`src/rtl/pio_tim_pkg.sv`:
```
package pio_tim_pkg;
  parameter int NIB_W  = 4;
  localparam int TB_W  = 2 * NIB_W;
  localparam int NUM_DRV = 2;

  typedef enum logic [1:0] {PH_IDLE, PH_SETUP, PH_ACTIVE, PH_RECOV} phase_e;
  typedef enum logic [1:0] {WK_SETUP = 2'd0, WK_RD16 = 2'd1, WK_WR16 = 2'd2, WK_BYTE8 = 2'd3} wkind_e;

  typedef struct packed {
    logic [NIB_W-1:0] setup;
    logic [NIB_W-1:0] act;
    logic [NIB_W-1:0] rec;
  } xfer_tim_t;

  function automatic logic [NIB_W-1:0] act_of(input logic [TB_W-1:0] b);
    return b[TB_W-1:NIB_W];
  endfunction

  function automatic logic [NIB_W-1:0] rec_of(input logic [TB_W-1:0] b);
    return b[NIB_W-1:0];
  endfunction

  // Replace one drive's nibble of the shared setup word, keep the other.
  function automatic logic [TB_W-1:0] merge_nib(input logic [TB_W-1:0] word,
                                                input logic drv,
                                                input logic [NIB_W-1:0] val);
    logic [TB_W-1:0] r;
    r = word;
    if (drv) r[TB_W-1:NIB_W] = val;
    else     r[NIB_W-1:0]    = val;
    return r;
  endfunction
endpackage

```
`src/rtl/pio_tim_regs.sv`:
```
module pio_tim_regs
  import pio_tim_pkg::*;
(
  input  logic            clk,
  input  logic            rst_n,
  input  logic            wr_en,
  input  logic            wr_drive,
  input  logic [1:0]      wr_kind,
  input  logic [TB_W-1:0] wr_data,
  input  logic            sel_drive,
  input  logic            sel_write,
  input  logic            sel_byte,
  output xfer_tim_t       tim
);
  logic [TB_W-1:0] setup_word;
  logic [TB_W-1:0] rd16 [NUM_DRV];
  logic [TB_W-1:0] wr16 [NUM_DRV];
  logic [TB_W-1:0] byt8 [NUM_DRV];

  wire setup_wr = wr_en && (wr_kind == WK_SETUP);

  always_ff @(posedge clk) begin
    if (!rst_n)        setup_word <= '1;
    else if (setup_wr) setup_word <= merge_nib(setup_word, wr_drive, wr_data[NIB_W-1:0]);
  end

  for (genvar g = 0; g < NUM_DRV; g++) begin : g_drv
    wire hit = wr_en && (wr_drive == g[0]);
    always_ff @(posedge clk) begin
      if (!rst_n) begin
        rd16[g] <= '1;
        wr16[g] <= '1;
        byt8[g] <= '1;
      end else if (hit) begin
        if (wr_kind == WK_RD16)  rd16[g] <= wr_data;
        if (wr_kind == WK_WR16)  wr16[g] <= wr_data;
        if (wr_kind == WK_BYTE8) byt8[g] <= wr_data;
      end
    end
  end

  logic [TB_W-1:0] chosen;
  always_comb begin
    if (sel_byte)       chosen = byt8[sel_drive];
    else if (sel_write) chosen = wr16[sel_drive];
    else                chosen = rd16[sel_drive];
    tim.setup = sel_drive ? setup_word[TB_W-1:NIB_W] : setup_word[NIB_W-1:0];
    tim.act   = act_of(chosen);
    tim.rec   = rec_of(chosen);
  end

  // a setup write to one drive leaves the other nibble alone
  p_master_keeps_slave_r7: assert property (@(posedge clk) disable iff (!rst_n)
    (setup_wr && !wr_drive) |=> (setup_word[TB_W-1:NIB_W] == $past(setup_word[TB_W-1:NIB_W])));
  p_slave_keeps_master_r7: assert property (@(posedge clk) disable iff (!rst_n)
    (setup_wr && wr_drive) |=> (setup_word[NIB_W-1:0] == $past(setup_word[NIB_W-1:0])));
endmodule

```
`src/rtl/pio_phase_seq.sv`:
```
module pio_phase_seq
  import pio_tim_pkg::*;
(
  input  logic      clk,
  input  logic      rst_n,
  input  logic      req_valid,
  input  logic      req_write,
  input  xfer_tim_t tim,
  output logic      req_ready,
  output logic      addr_valid,
  output logic      rd_strobe,
  output logic      wr_strobe,
  output logic      done
);
  phase_e           phase;
  logic [NIB_W-1:0] cnt;
  logic [NIB_W-1:0] lat_act;
  logic [NIB_W-1:0] lat_rec;
  logic             lat_write;

  wire accept    = req_valid && (phase == PH_IDLE);
  wire phase_end = (phase != PH_IDLE) && (cnt == '0);

  always_ff @(posedge clk) begin
    if (!rst_n) begin
      phase     <= PH_IDLE;
      cnt       <= '0;
      lat_act   <= '1;
      lat_rec   <= '1;
      lat_write <= 1'b0;
    end else if (accept) begin
      phase     <= PH_SETUP;
      cnt       <= tim.setup;
      lat_act   <= tim.act;
      lat_rec   <= tim.rec;
      lat_write <= req_write;
    end else if (phase_end) begin
      case (phase)
        PH_SETUP:  begin phase <= PH_ACTIVE; cnt <= lat_act; end
        PH_ACTIVE: begin phase <= PH_RECOV;  cnt <= lat_rec; end
        default:   begin phase <= PH_IDLE;   cnt <= '0;      end
      endcase
    end else if (phase != PH_IDLE) begin
      cnt <= cnt - 1'b1;
    end
  end

  always_comb begin
    req_ready  = (phase == PH_IDLE);
    addr_valid = (phase != PH_IDLE);
    rd_strobe  = (phase == PH_ACTIVE) && !lat_write;
    wr_strobe  = (phase == PH_ACTIVE) &&  lat_write;
    done       = (phase == PH_RECOV) && (cnt == '0);
  end

  p_strobe_excl_r10: assert property (@(posedge clk) disable iff (!rst_n)
    !(rd_strobe && wr_strobe));
  p_setup_quiet_r3: assert property (@(posedge clk) disable iff (!rst_n)
    (phase == PH_SETUP) |-> (addr_valid && !rd_strobe && !wr_strobe));
  p_accept_setup_r8: assert property (@(posedge clk) disable iff (!rst_n)
    accept |=> (phase == PH_SETUP && addr_valid && !req_ready));
  p_dir_strobe_r4: assert property (@(posedge clk) disable iff (!rst_n)
    (phase == PH_ACTIVE) |-> (lat_write ? (wr_strobe && !rd_strobe) : (rd_strobe && !wr_strobe)));
  p_phase_hold_r2: assert property (@(posedge clk) disable iff (!rst_n)
    ((phase != PH_IDLE) && !phase_end) |=> (phase == $past(phase)));
  p_done_idle_r5: assert property (@(posedge clk) disable iff (!rst_n)
    done |=> (req_ready && !addr_valid && !done));
  p_recov_quiet_r5: assert property (@(posedge clk) disable iff (!rst_n)
    (phase == PH_RECOV) |-> (addr_valid && !rd_strobe && !wr_strobe));
endmodule

```
`src/rtl/pio_strobe_gen.sv`:
```
module pio_strobe_gen
  import pio_tim_pkg::*;
(
  input  logic            clk,
  input  logic            rst_n,
  input  logic            wr_en,
  input  logic            wr_drive,
  input  logic [1:0]      wr_kind,
  input  logic [TB_W-1:0] wr_data,
  input  logic            req_valid,
  input  logic            req_drive,
  input  logic            req_write,
  input  logic            req_byte,
  output logic            req_ready,
  output logic            addr_valid,
  output logic            rd_strobe,
  output logic            wr_strobe,
  output logic            done
);
  xfer_tim_t sel_tim;

  pio_tim_regs u_regs (
    .clk       (clk),
    .rst_n     (rst_n),
    .wr_en     (wr_en),
    .wr_drive  (wr_drive),
    .wr_kind   (wr_kind),
    .wr_data   (wr_data),
    .sel_drive (req_drive),
    .sel_write (req_write),
    .sel_byte  (req_byte),
    .tim       (sel_tim)
  );

  pio_phase_seq u_seq (
    .clk        (clk),
    .rst_n      (rst_n),
    .req_valid  (req_valid),
    .req_write  (req_write),
    .tim        (sel_tim),
    .req_ready  (req_ready),
    .addr_valid (addr_valid),
    .rd_strobe  (rd_strobe),
    .wr_strobe  (wr_strobe),
    .done       (done)
  );
endmodule

```
`config.mk`:
```
export PLATFORM = sky130hd
export DESIGN_NAME = pio_strobe_gen
export DESIGN_NICKNAME = d
export VERILOG_FILES = /design/src/rtl/pio_tim_pkg.sv /design/src/rtl/pio_tim_regs.sv /design/src/rtl/pio_phase_seq.sv /design/src/rtl/pio_strobe_gen.sv
export SDC_FILE = /design/constraint.sdc
export NUM_CORES = 1
export LEC_CHECK = 0
export BUFFER_PORTS_ARGS = -buffer_cell sky130_fd_sc_hd__buf_2
export CAP_MARGIN = 25
export CORE_MARGIN = 2
export CORE_UTILIZATION = 49
export CTS_CLUSTER_SIZE = 40
export DETAILED_ROUTE_END_ITERATION = 10
export PLACE_DENSITY = 0.67
export SETUP_SLACK_MARGIN = 0.02
export SYNTH_ARGS = -nofsm -noshare
export SYNTH_HDL_FRONTEND = slang
export SYNTH_SLANG_ARGS = --single-unit
```
`constraint.sdc`:
```
create_clock -name clk -period 4.1 [get_ports clk]
set_clock_uncertainty 0.15 [all_clocks]
set_input_delay 0.615 -clock clk [delete_from_list [all_inputs] [get_ports clk]]
set_output_delay 0.615 -clock clk [all_outputs]
set_load 0.01 [all_outputs]
```
==> qor.yml, run 1 <==
drt:
  post_drt_via_cell_ratio: 5.754
  totalWireLength_um: 6828
  drc: 0
  num_vias: 2175
  antenna_left: 0
  wl_per_cell_um: 18.06
  drt-pass1-iter-count: 4
  drt_iter0_markers: 72
grt:
  use_met3: 0.03524
  grt_pass1_wl_um: 10650
  grt.overflow.total: 0
  use_met1: 0.2632
  gr-max-usage-layer: "met2"
  grt_start_max_net_pins: 26
  grt_pass1_vias: 2036
  use_met2: 0.3084
  grt_usage: 0.1919
  antenna_found_initial: 0
floorplan:
  die_w_um: 86.48
  core_mm2: 0.006681
  num_rows: 30
  die_h_um: 86.48
  initial_utilization: 0.4989
  pin_count: 23
  die-area_mm2: 0.007478
critical_path:
  critical_path_arrival_ns: 2.37
  crit_type: "input pin to flip-flop"
  critical_path_peak_fanout: 25
  endpoint_kind: "flip-flop"
  slowest_stage: "or3_1"
  cp-start-kind: "input pin"
  worstPathRequired_ns: 4.03
  crit_chain: "buf_2 -> nand3_1 -> or3_1 -> or2_2"
  cpPeakStageDelay_ns: 0.60
clock_network:
  cts_resized: 0
  cts-htree-levels: 3
  clk_latency_ns: 0.33
  clk_path_buf_depth: 2
  cts_sinks: 71
  clkSlewWorstSetupHoldPaths_ns: 0.07
  cts_tree: "yes"
  cts_hold_buf: 0
  cts_setup_buffers: 0
  clockRootBuffer: "clkbuf_8"
  cts_buffers: 9
outcome:
  status: "finished clean"
final_layout:
  final_nets: 317
  drive_gt1_frac: 0.2148
  syn2layout_area_growth_pct: 11.41
  diodes: 0
  finish.instance_area_mm2: 0.003714
  nFillCells: 593
timing:
  period_share: 0.5948
  worst_slew_pin_slew_ns: 1.083
  finalSetupTns_ns: 0
  slew_headroom: 0.2679
  report.final.slew_viol_count: 0
  layout_min_cycle_time_ns: 2.439
  max_freq_mhz: 410.1
  rsz0062_at_grt: "false"
  setup_viol: 0
  hold_viol: 0
  setup_ws_ns: 1.661
logic_synthesis:
  synth.area.top_cells: "edfxtp_1 (43%), dfxtp_1 (14%), mux2i_1 (5.7%)"
  syn_inst: 266
  synth_edf_count: 48
  synthArstFlopShare: 0
  syn_avg_cell_area_um2: 12.53
  synthFlopType: "edfxtp_1"
  ys_ff_latch: 71
  synth.distinct_cells: 38
  synth_top_area_share: 0.4324
  synth_area_mm2: 0.003333
  synth_top_area_cell: "edfxtp_1"
  synth_fp_nets: 290
  ys_seq_area_frac: 0.5706
  yosysWarnings: 0
placement:
  dp_hpwl_um: 4663
  portBuffers: 22
  place_area_mm2: 0.003518
  pre_cts_ws_ns: 1.341
  place.gp.congestion: 0.7869
power:
  power_leakage_nw: 1.300
  ir_drop_mv: 0.2221
  p_per_area_mw_per_mm2: 422.9
hold_path:
  hp-class: "flip-flop to flip-flop"
run:
  cap_viol_max_count: 0
## sequential cells by signal, summed over array words and instances, names as in the netlist
register,count
u_regs.wr16,16
u_seq.cnt,4
u_regs.setup_word,8
u_seq.lat_write,1
u_seq.lat_rec,4
u_regs.rd16,16
u_seq.phase,2
u_seq.lat_act,4
u_regs.byt8,16
## critical path: cells and delay by family
kind	cells	cell delay, ns
simple gates	3	1.44
buf+inv	1	0.30
## cell usage after synthesis, types with 3 or more instances
library cell  number
a21oi_1           13
nand2b_1          19
nor3_1             3
mux2i_1           19
nor2b_1            3
or2_2              8
ha_1               6
nor2_1             3
or2_0              8
mux4_2             7
edfxtp_1          48
o21ai_0            8
inv_1              6
clkbuf_1          11
nand3_1            5
nand2_1           14
a221o_1            8
or3_1             25
a22o_1             4
dfxtp_1           23
## report_power, final
group / internal (mW) / switching [mW]
registers: 0.817 / 0.0273
clock network: 0.277 / 0.250
logic: 0.0880 / 0.112
total: 1.18 / 0.388
## cells in the final DEF (no fill, tap or decap), types with 2 or more instances in the layout
master / n
or3_1: 25
a22o_1: 4
a211oi_1: 2
nand2_1: 14
clkinv_1: 2
and2_1: 2
mux2i_1: 19
a21oi_1: 13
inv_1: 6
o221a_2: 2
clkbuf_8: 9
nand2b_1: 19
clkinv_2: 3
nor2b_1: 3
buf_4: 5
clkbuf_1: 2
ha_1: 6
buf_2: 25
or2_2: 8
mux4_2: 7
edfxtp_1: 48
nor3_1: 3
mux2_2: 2
nand3_1: 5
nor2_1: 3
a311oi_1: 2
a221o_1: 8
and3_1: 2
or2_0: 8
dfxtp_1: 23
o21ai_0: 8
## routing by layer
metal | part of all wire | up-vias | wire, µm
li1 | - | 1057 | -
met1 | 0.46 | 1072 | 3133
met2 | 0.50 | 36 | 3383
met3 | 0.034 | 10 | 230
met4 | 0.012 | 0 | 80
met5 | 0 | - | 0
## per-stage QoR
stage                       util  instances  hold WS (ns)  power [mW]
after detailed placement  0.5266        359        0.3101       1.059
after global placement    0.5266        359        0.2997       1.051
final                     0.5558        378        0.3231       1.570
after CTS                 0.5536        375        0.3258       1.578
after floorplan                -        266        0.2855      0.9937
after global routing      0.5558        378        0.3443       1.635
## final cells by class
type                    count  area (µm²)  share of cell area
clock buffers              11       131.4             0.03538
clock inverters             5       48.80             0.01314
inverters                   7       26.28            0.007075
multi-input cells         174        1343              0.3615
flip-flops and latches     71        1902              0.5121
well taps                  80       100.1             0.02695
repair buffers             30       162.7             0.04380
## path summary, 6_finish.rpt
check / startpoint / to / slack, ns / cells past startpoint
max: rst_n / u_regs.rd16[0][2] / 1.66 / 4
min: u_seq.lat_write / u_seq.lat_write / 0.32 / 2
max reg2reg: u_seq.phase[0] / u_seq.cnt[3] / 2.08 / 5
min reg2reg: u_seq.lat_write / u_seq.lat_write / 0.32 / 2
## cells by family (layout without fill, tap and decap cells)
group                      after synthesis  count (layout)  synth area share
AOI/OAI and AO/OA                       41              41           0.08671
adders and majority gates                6               6           0.02252
buffers and inverters                   21              53           0.02665
DFF                                     71              71            0.5706
muxes                                   29              29            0.1190
and+or+nand+nor                         98              98            0.1745
(Power assumes the default switching activity.)
==> inputs of run 2 (changes only) <==
--- a/config.mk
+++ b/config.mk
@@ -11,7 +11,7 @@
 export CORE_UTILIZATION = 49
 export CTS_CLUSTER_SIZE = 40
 export DETAILED_ROUTE_END_ITERATION = 10
-export PLACE_DENSITY = 0.67
+export PLACE_DENSITY = 0.69
 export SETUP_SLACK_MARGIN = 0.02
 export SYNTH_ARGS = -nofsm -noshare
 export SYNTH_HDL_FRONTEND = slang
==> constraint.sdc (replaced) <==
create_clock -name clk -period 2 [get_ports clk]
set_clock_uncertainty 0.15 [all_clocks]
set_input_delay 0.3 -clock clk [delete_from_list [all_inputs] [get_ports clk]]
set_output_delay 0.3 -clock clk [all_outputs]
set_load 0.01 [all_outputs]
==> run 2 against run 1 <==
Compared with the run above:
- power grew 120%
- clock power rose by 130%
- first-iteration DRC count rose to 3.3 times the previous value
- largest cell class unchanged
- critical path type is now flip-flop to output pin
- via count grew 1.7%
- largest power group unchanged
- non-clock buffer count increased by 11
- global-route usage increased by 1.7 points
- worst setup slack lost 1.6 ns
- combinational power rose by 120%
==> qor.yml, run 2 (synthesis gave the netlist of run 1 again) <==
outcome:
  status: "finished clean"
critical_path:
  worstPathRequired_ns: 1.55  # -2.48 ns
  critical_path_peak_fanout: 6  # -76%
  slowest_stage: "dfxtp_1"
  crit_chain: "inv_1 -> ha_2 -> nor3b_4 -> and2_1 -> buf_2"
  critical_path_arrival_ns: 1.45  # -0.92 ns
  cp-start-kind: "flip-flop"
  endpoint_kind: "output pin"
  ff2ff_setup_slack_ns: 0.15  # -1.93 ns
  cpPeakStageDelay_ns: 0.38  # -0.22 ns
  crit_type: "flip-flop to output pin"
timing:
  finalSetupTns_ns: 0  # unchanged
  setup_viol: 0  # unchanged
  max_freq_mhz: 526.8
  slew_headroom: 0.6973  # +0.4294
  hold_viol: 0  # unchanged
  period_share: 0.9492
  report.final.slew_viol_count: 0  # unchanged
  layout_min_cycle_time_ns: 1.898
  rsz0062_at_grt: "false"
  holdWs_ns: 0.1370  # -0.1861 ns
  worst_slew_pin_slew_ns: 0.4540  # -0.6294 ns
power:
  comb_power_share: 0.132  # +0.005
  p_clk_frac: 0.354  # +0.019
  pwr-share-seq: 0.513  # -0.025
  switchingPower_uw: 807.9  # +110%
  power_leakage_nw: 1.375  # +5.8%
  p_total_mw: 3.386  # +120%
  ir_drop_mv: 0.6229  # +180%
  p_per_area_mw_per_mm2: 878.0  # +110%
  switching_share: 0.2386  # -0.008752
  internal_power_mw: 2.578  # +120%
floorplan:
  num_rows: 30  # unchanged
  pin_count: 23  # unchanged
  die_w_um: 86.48  # unchanged
  core_mm2: 0.006681  # unchanged
  initial_utilization: 0.4989  # unchanged
  die-area_mm2: 0.007478  # unchanged
  die_h_um: 86.48  # unchanged
clock_network:
  cts_hold_buf: 0  # unchanged
  cts_tree: "yes"
  cts-htree-levels: 3  # unchanged
  clockRootBuffer: "clkbuf_8"
  cts_buffers: 9  # unchanged
  clkSlewWorstSetupHoldPaths_ns: 0.07  # about the same
  clk_path_buf_depth: 2  # unchanged
  clk_latency_ns: 0.35  # +0.02 ns
  cts_sinks: 71  # unchanged
placement:
  portBuffers: 22  # unchanged
  place_area_mm2: 0.003628  # +3.1%
  dp_hpwl_um: 4945  # +6.0%
  place.gp.congestion: 0.7580  # -3.7%
final_layout:
  diodes: 0  # unchanged
  final_nets: 328  # +3.5%
  mostFrequentLayoutCell: "edfxtp_1"
  top_regs: "u_regs.byt8: 16 flops, u_regs.rd16: 16 flops, u_regs.wr16: 16 flops"
  finish.instance_area_mm2: 0.003856  # +3.8%
  multi_input_area_mm2: 0.001359  # +1.2%
  mostFrequentLayoutCells: "edfxtp_1 (48), or3_1 (25), buf_2 (22), dfxtp_1 (22)"
  regArea_mm2: 0.001903  # about the same
  drive_gt1_frac: 0.2597  # +0.04498
  nFillCells: 552  # -6.9%
  syn2layout_area_growth_pct: 15.69
drt:
  drc: 0  # unchanged
  wl_per_cell_um: 18.17  # +0.59%
  totalWireLength_um: 7050  # +3.3%
  post_drt_via_cell_ratio: 5.704  # -0.88%
  drt_iter0_markers: 235  # +230%
  antenna_left: 0  # unchanged
  num_vias: 2213  # +1.7%
  drt-pass1-iter-count: 4  # unchanged
run:
  cap_viol_max_count: 0  # unchanged
hold_path:
  hp-class: "input pin to flip-flop"
grt:
  grt_pass1_vias: 2193  # +7.7%
  grt.overflow.total: 0  # unchanged
  grt_start_max_net_pins: 25  # -3.8%
  grt_pass1_wl_um: 11540  # +8.4%
  grt_usage: 0.2084  # +0.01654
  antenna_found_initial: 0  # unchanged
run 2: changes by cell type in the layout (fill, tap and decap cells not counted), moves of 2 or more:
cell / previous run / this run
ha_1: 6 / 4
buf_2: 25 / 22
buf_4: 5 / 18
ha_2: 0 / 2
run 2: worst paths after layout:
path                            cells after the start                end             from
worst max-delay path                                5               done     u_seq.cnt[0]
worst min register to register                      2    u_seq.lat_write  u_seq.lat_write
worst min-delay path                                2  u_regs.wr16[1][4]       wr_data[4]
worst max register to register                      5     u_seq.phase[0]   u_seq.phase[0]
run 2: area by class of cell:
| cell class | instances | area share |
|---|---|---|
| well taps | 80 | 0.02596 |
| inverters | 7 | 0.007138 |
| repair buffers | 41 | 0.06879 |
| clock buffers | 10 | 0.03310 |
| clock inverters | 5 | 0.01914 |
| flip-flops and latches | 71 | 0.4935 |
| multi-input cells | 174 | 0.3524 |
run 2: through the flow:
stage / cells / utilization / setup slack (ns)
floorplan: 266 / - / 0.1658
global placement: 372 / 0.5431 / 0.1313
detailed placement: 372 / 0.5431 / 0.05806
CTS: 387 / 0.5742 / 0.03256
global route: 388 / 0.5772 / 0.01171
finish: 388 / 0.5772 / 0.1016
run 2: routing by layer:
| layer | GRT usage | vias to the layer above | wire length, µm |
|---|---|---|---|
| li1 | - | 1079 | - |
| met1 | 0.2781 | 1080 | 3129 |
| met2 | 0.3294 | 45 | 3487 |
| met5 | 0 | - | 0 |
| met4 | 0.08807 | 0 | 116 |
| met3 | 0.04762 | 9 | 316 |
run 2: timing repair:
action,4_1_cts,5_1_grt
endpoints found under the setup margin,2,4
setup buffers,0,1
gates resized for setup,2,5
run 2: worst max-delay path, delay by kind of cell, from the launching register on:
| family | cells | cell delay [ns] |
|---|---|---|
| flops | 1 | 0.38 |
| simple gates | 2 | 0.31 |
| fa+ha+maj | 1 | 0.21 |
| buf+inv | 2 | 0.19 |
run 2: power groups by stage:
| stage | sequential (mW) | combinational (mW) | clock (mW) |
|---|---|---|---|
| 2_1_floorplan | 1.74 | 0.294 | 0 |
| 3_3_place_gp | 1.76 | 0.420 | 0 |
| 3_5_place_dp | 1.77 | 0.429 | 0 |
| 4_1_cts | 1.74 | 0.435 | 1.21 |
| 5_1_grt | 1.75 | 0.502 | 1.28 |
| 6_report | 1.74 | 0.449 | 1.20 |
==> inputs of run 3 (changes only) <==
--- a/config.mk
+++ b/config.mk
@@ -13,6 +13,8 @@
 export DETAILED_ROUTE_END_ITERATION = 10
 export PLACE_DENSITY = 0.69
 export SETUP_SLACK_MARGIN = 0.02
+export SKIP_CTS_REPAIR_TIMING = 1
+export SLEW_MARGIN = 15
 export SYNTH_ARGS = -nofsm -noshare
 export SYNTH_HDL_FRONTEND = slang
 export SYNTH_SLANG_ARGS = --single-unit
==> constraint.sdc (replaced) <==
create_clock -name clk -period 2 [get_ports clk]
set_clock_uncertainty 0.15 [all_clocks]
set_input_delay 0.3 -clock clk [delete_from_list [all_inputs] [get_ports clk]]
set_output_delay 0.3 -clock clk [all_outputs]
set_load 0.1 [all_outputs]
==> run 3 against run 2 <==
Compared with the run above:
- routed wire length shrank 8.6%
- cell area increased by 1.4%
- worst hold slack improved by 0.00055 ns
- flip-flop and latch count unchanged
- power about the same
- core utilization is 0.82 points higher
- global-route usage shrank 1.2 points
- critical path depth down 1
- worst setup slack worse by 0.015 ns
- sequential power hardly changed
- first-iteration DRC count is 36% lower
- clock-buffer cell count decreased by 1
- critical path type unchanged
==> qor.yml, run 3 (synthesis gave the netlist of run 1 again) <==
timing:
  setup_viol: 0  # unchanged
  report.final.slew_viol_count: 0  # unchanged
  max_freq_mhz: 522.6  # -0.80%
  slew_headroom: 0.6373  # -0.06009
  finalSetupTns_ns: 0  # unchanged
  period_share: 0.9568  # +0.007616
  layout_min_cycle_time_ns: 1.914  # +0.01523 ns
  hold_viol: 0  # unchanged
  worst_slew_pin_slew_ns: 0.5428  # +0.08882 ns
  rsz0062_at_grt: "true"
final_layout:
  nFillCells: 553  # +0.18%
  top_regs: "u_regs.byt8: 16 flops, u_regs.rd16: 16 flops, u_regs.wr16: 16 flops"
  drive_gt1_frac: 0.2769  # +0.01713
  mostFrequentLayoutCell: "edfxtp_1"
  diodes: 0  # unchanged
  syn2layout_area_growth_pct: 17.34
  final_nets: 326  # -0.61%
  finish.instance_area_mm2: 0.003911  # +1.4%
  mostFrequentLayoutCells: "edfxtp_1 (48), or3_1 (25), dfxtp_1 (22)"
drt:
  num_vias: 2137  # -3.4%
  drt-pass1-iter-count: 4  # unchanged
  wl_per_cell_um: 16.66  # -8.3%
  antenna_left: 0  # unchanged
  drc: 0  # unchanged
  totalWireLength_um: 6447  # -8.6%
  post_drt_via_cell_ratio: 5.522  # -3.2%
  drt_iter0_markers: 150  # -36%
grt:
  grt_usage: 0.1967  # -0.01169
  grt.overflow.total: 0  # unchanged
  grt_start_max_net_pins: 25  # unchanged
  grt_pass1_vias: 2085  # -4.9%
  grt_pass1_wl_um: 11060  # -4.2%
  antenna_found_initial: 0  # unchanged
placement:
  dp_hpwl_um: 4647  # -6.0%
  place.gp.congestion: 0.7416  # -2.2%
  place_area_mm2: 0.003672  # +1.2%
  portBuffers: 22  # unchanged
floorplan:
  core_mm2: 0.006681  # unchanged
  initial_utilization: 0.4989  # unchanged
  die-area_mm2: 0.007478  # unchanged
  pin_count: 23  # unchanged
  num_rows: 30  # unchanged
  die_h_um: 86.48  # unchanged
  die_w_um: 86.48  # unchanged
critical_path:
  cpPeakStageDelay_ns: 0.33  # -0.05 ns
  ff2ff_setup_slack_ns: 0.13  # -0.02 ns
  path_buf_inv: 2  # unchanged
  cp-start-kind: "flip-flop"
  crit_family: "buffers and inverters"
  crit_type: "flip-flop to output pin"
  worstPathRequired_ns: 1.55  # about the same
  endpoint_kind: "output pin"
  slowest_stage: "dfxtp_1"
  crit_chain: "inv_1 -> ha_2 -> and2_1 -> buf_12"
  critical_path_peak_fanout: 6  # unchanged
  critical_path_arrival_ns: 1.46  # about the same
power:
  ir_drop_mv: 0.5066  # -19%
  power_leakage_nw: 1.358  # -1.2%
  p_per_area_mw_per_mm2: 865.1  # -1.5%
  p_total_mw: 3.384  # about the same
clock_network:
  cts_buffers: 9  # unchanged
  clk_path_buf_depth: 2  # unchanged
  clockRootBuffer: "clkbuf_8"
  cts-htree-levels: 3  # unchanged
  clkSlewWorstSetupHoldPaths_ns: 0.08  # about the same
  clk_latency_ns: 0.34  # about the same
  cts_tree: "yes"
  cts_sinks: 71  # unchanged
hold_path:
  hp-class: "input pin to flip-flop"
outcome:
  status: "finished clean"
run:
  cap_viol_max_count: 0  # unchanged
run 3: metal layers:
| metal | GRT usage | vias up | routed length, µm |
|---|---|---|---|
| li1 | - | 1074 | - |
| met5 | 0 | - | 0 |
| met3 | 0.04190 | 7 | 231 |
| met1 | 0.2769 | 1020 | 3043 |
| met4 | 0.07244 | 0 | 53 |
| met2 | 0.3028 | 36 | 3118 |
run 3: power by group:
group / internal [mW] / total (mW) / switching [mW] / leakage [nW]
Sequential: 1.68 / 1.74 / 0.0625 / 0.668
Combinational: 0.230 / 0.523 / 0.293 / 0.601
Clock: 0.575 / 1.12 / 0.547 / 0.0891
Total: 2.48 / 3.38 / 0.903 / 1.36
run 3: path summary, 6_finish.rpt:
| check | to | start | depth (start not counted) |
|---|---|---|---|
| worst max register to register | u_seq.phase[0] | u_seq.phase[1] | 5 |
| worst min register to register | u_regs.setup_word[1] | u_regs.setup_word[1] | 2 |
| worst min-delay path | u_regs.rd16[0][4] | wr_data[4] | 2 |
| worst max-delay path | wr_strobe | u_seq.phase[0] | 4 |
run 3: metrics by stage:
stage               worst slack [ns]  hold slack (ns)    util  cells
finish                       0.08638           0.1375  0.5854    387
global route                -0.01024           0.1348  0.5854    387
CTS                          -0.1756           0.1209  0.5792    386
detailed placement           0.06411           0.3089  0.5496    370
global placement             0.06562           0.2965  0.5496    370
floorplan                    0.06265           0.2780       -    266
run 3: final cells by class:
cell class	count	area [µm²]	share of cell area
Clock inverter	7	73.82	0.01887
Multi-Input combinational cell	174	1391	0.3557
Clock buffer	9	123.9	0.03167
Timing Repair Buffer	39	287.8	0.07358
Inverter	7	31.28	0.007997
Sequential cell	71	1903	0.4866
Tap cell	80	100.1	0.02559
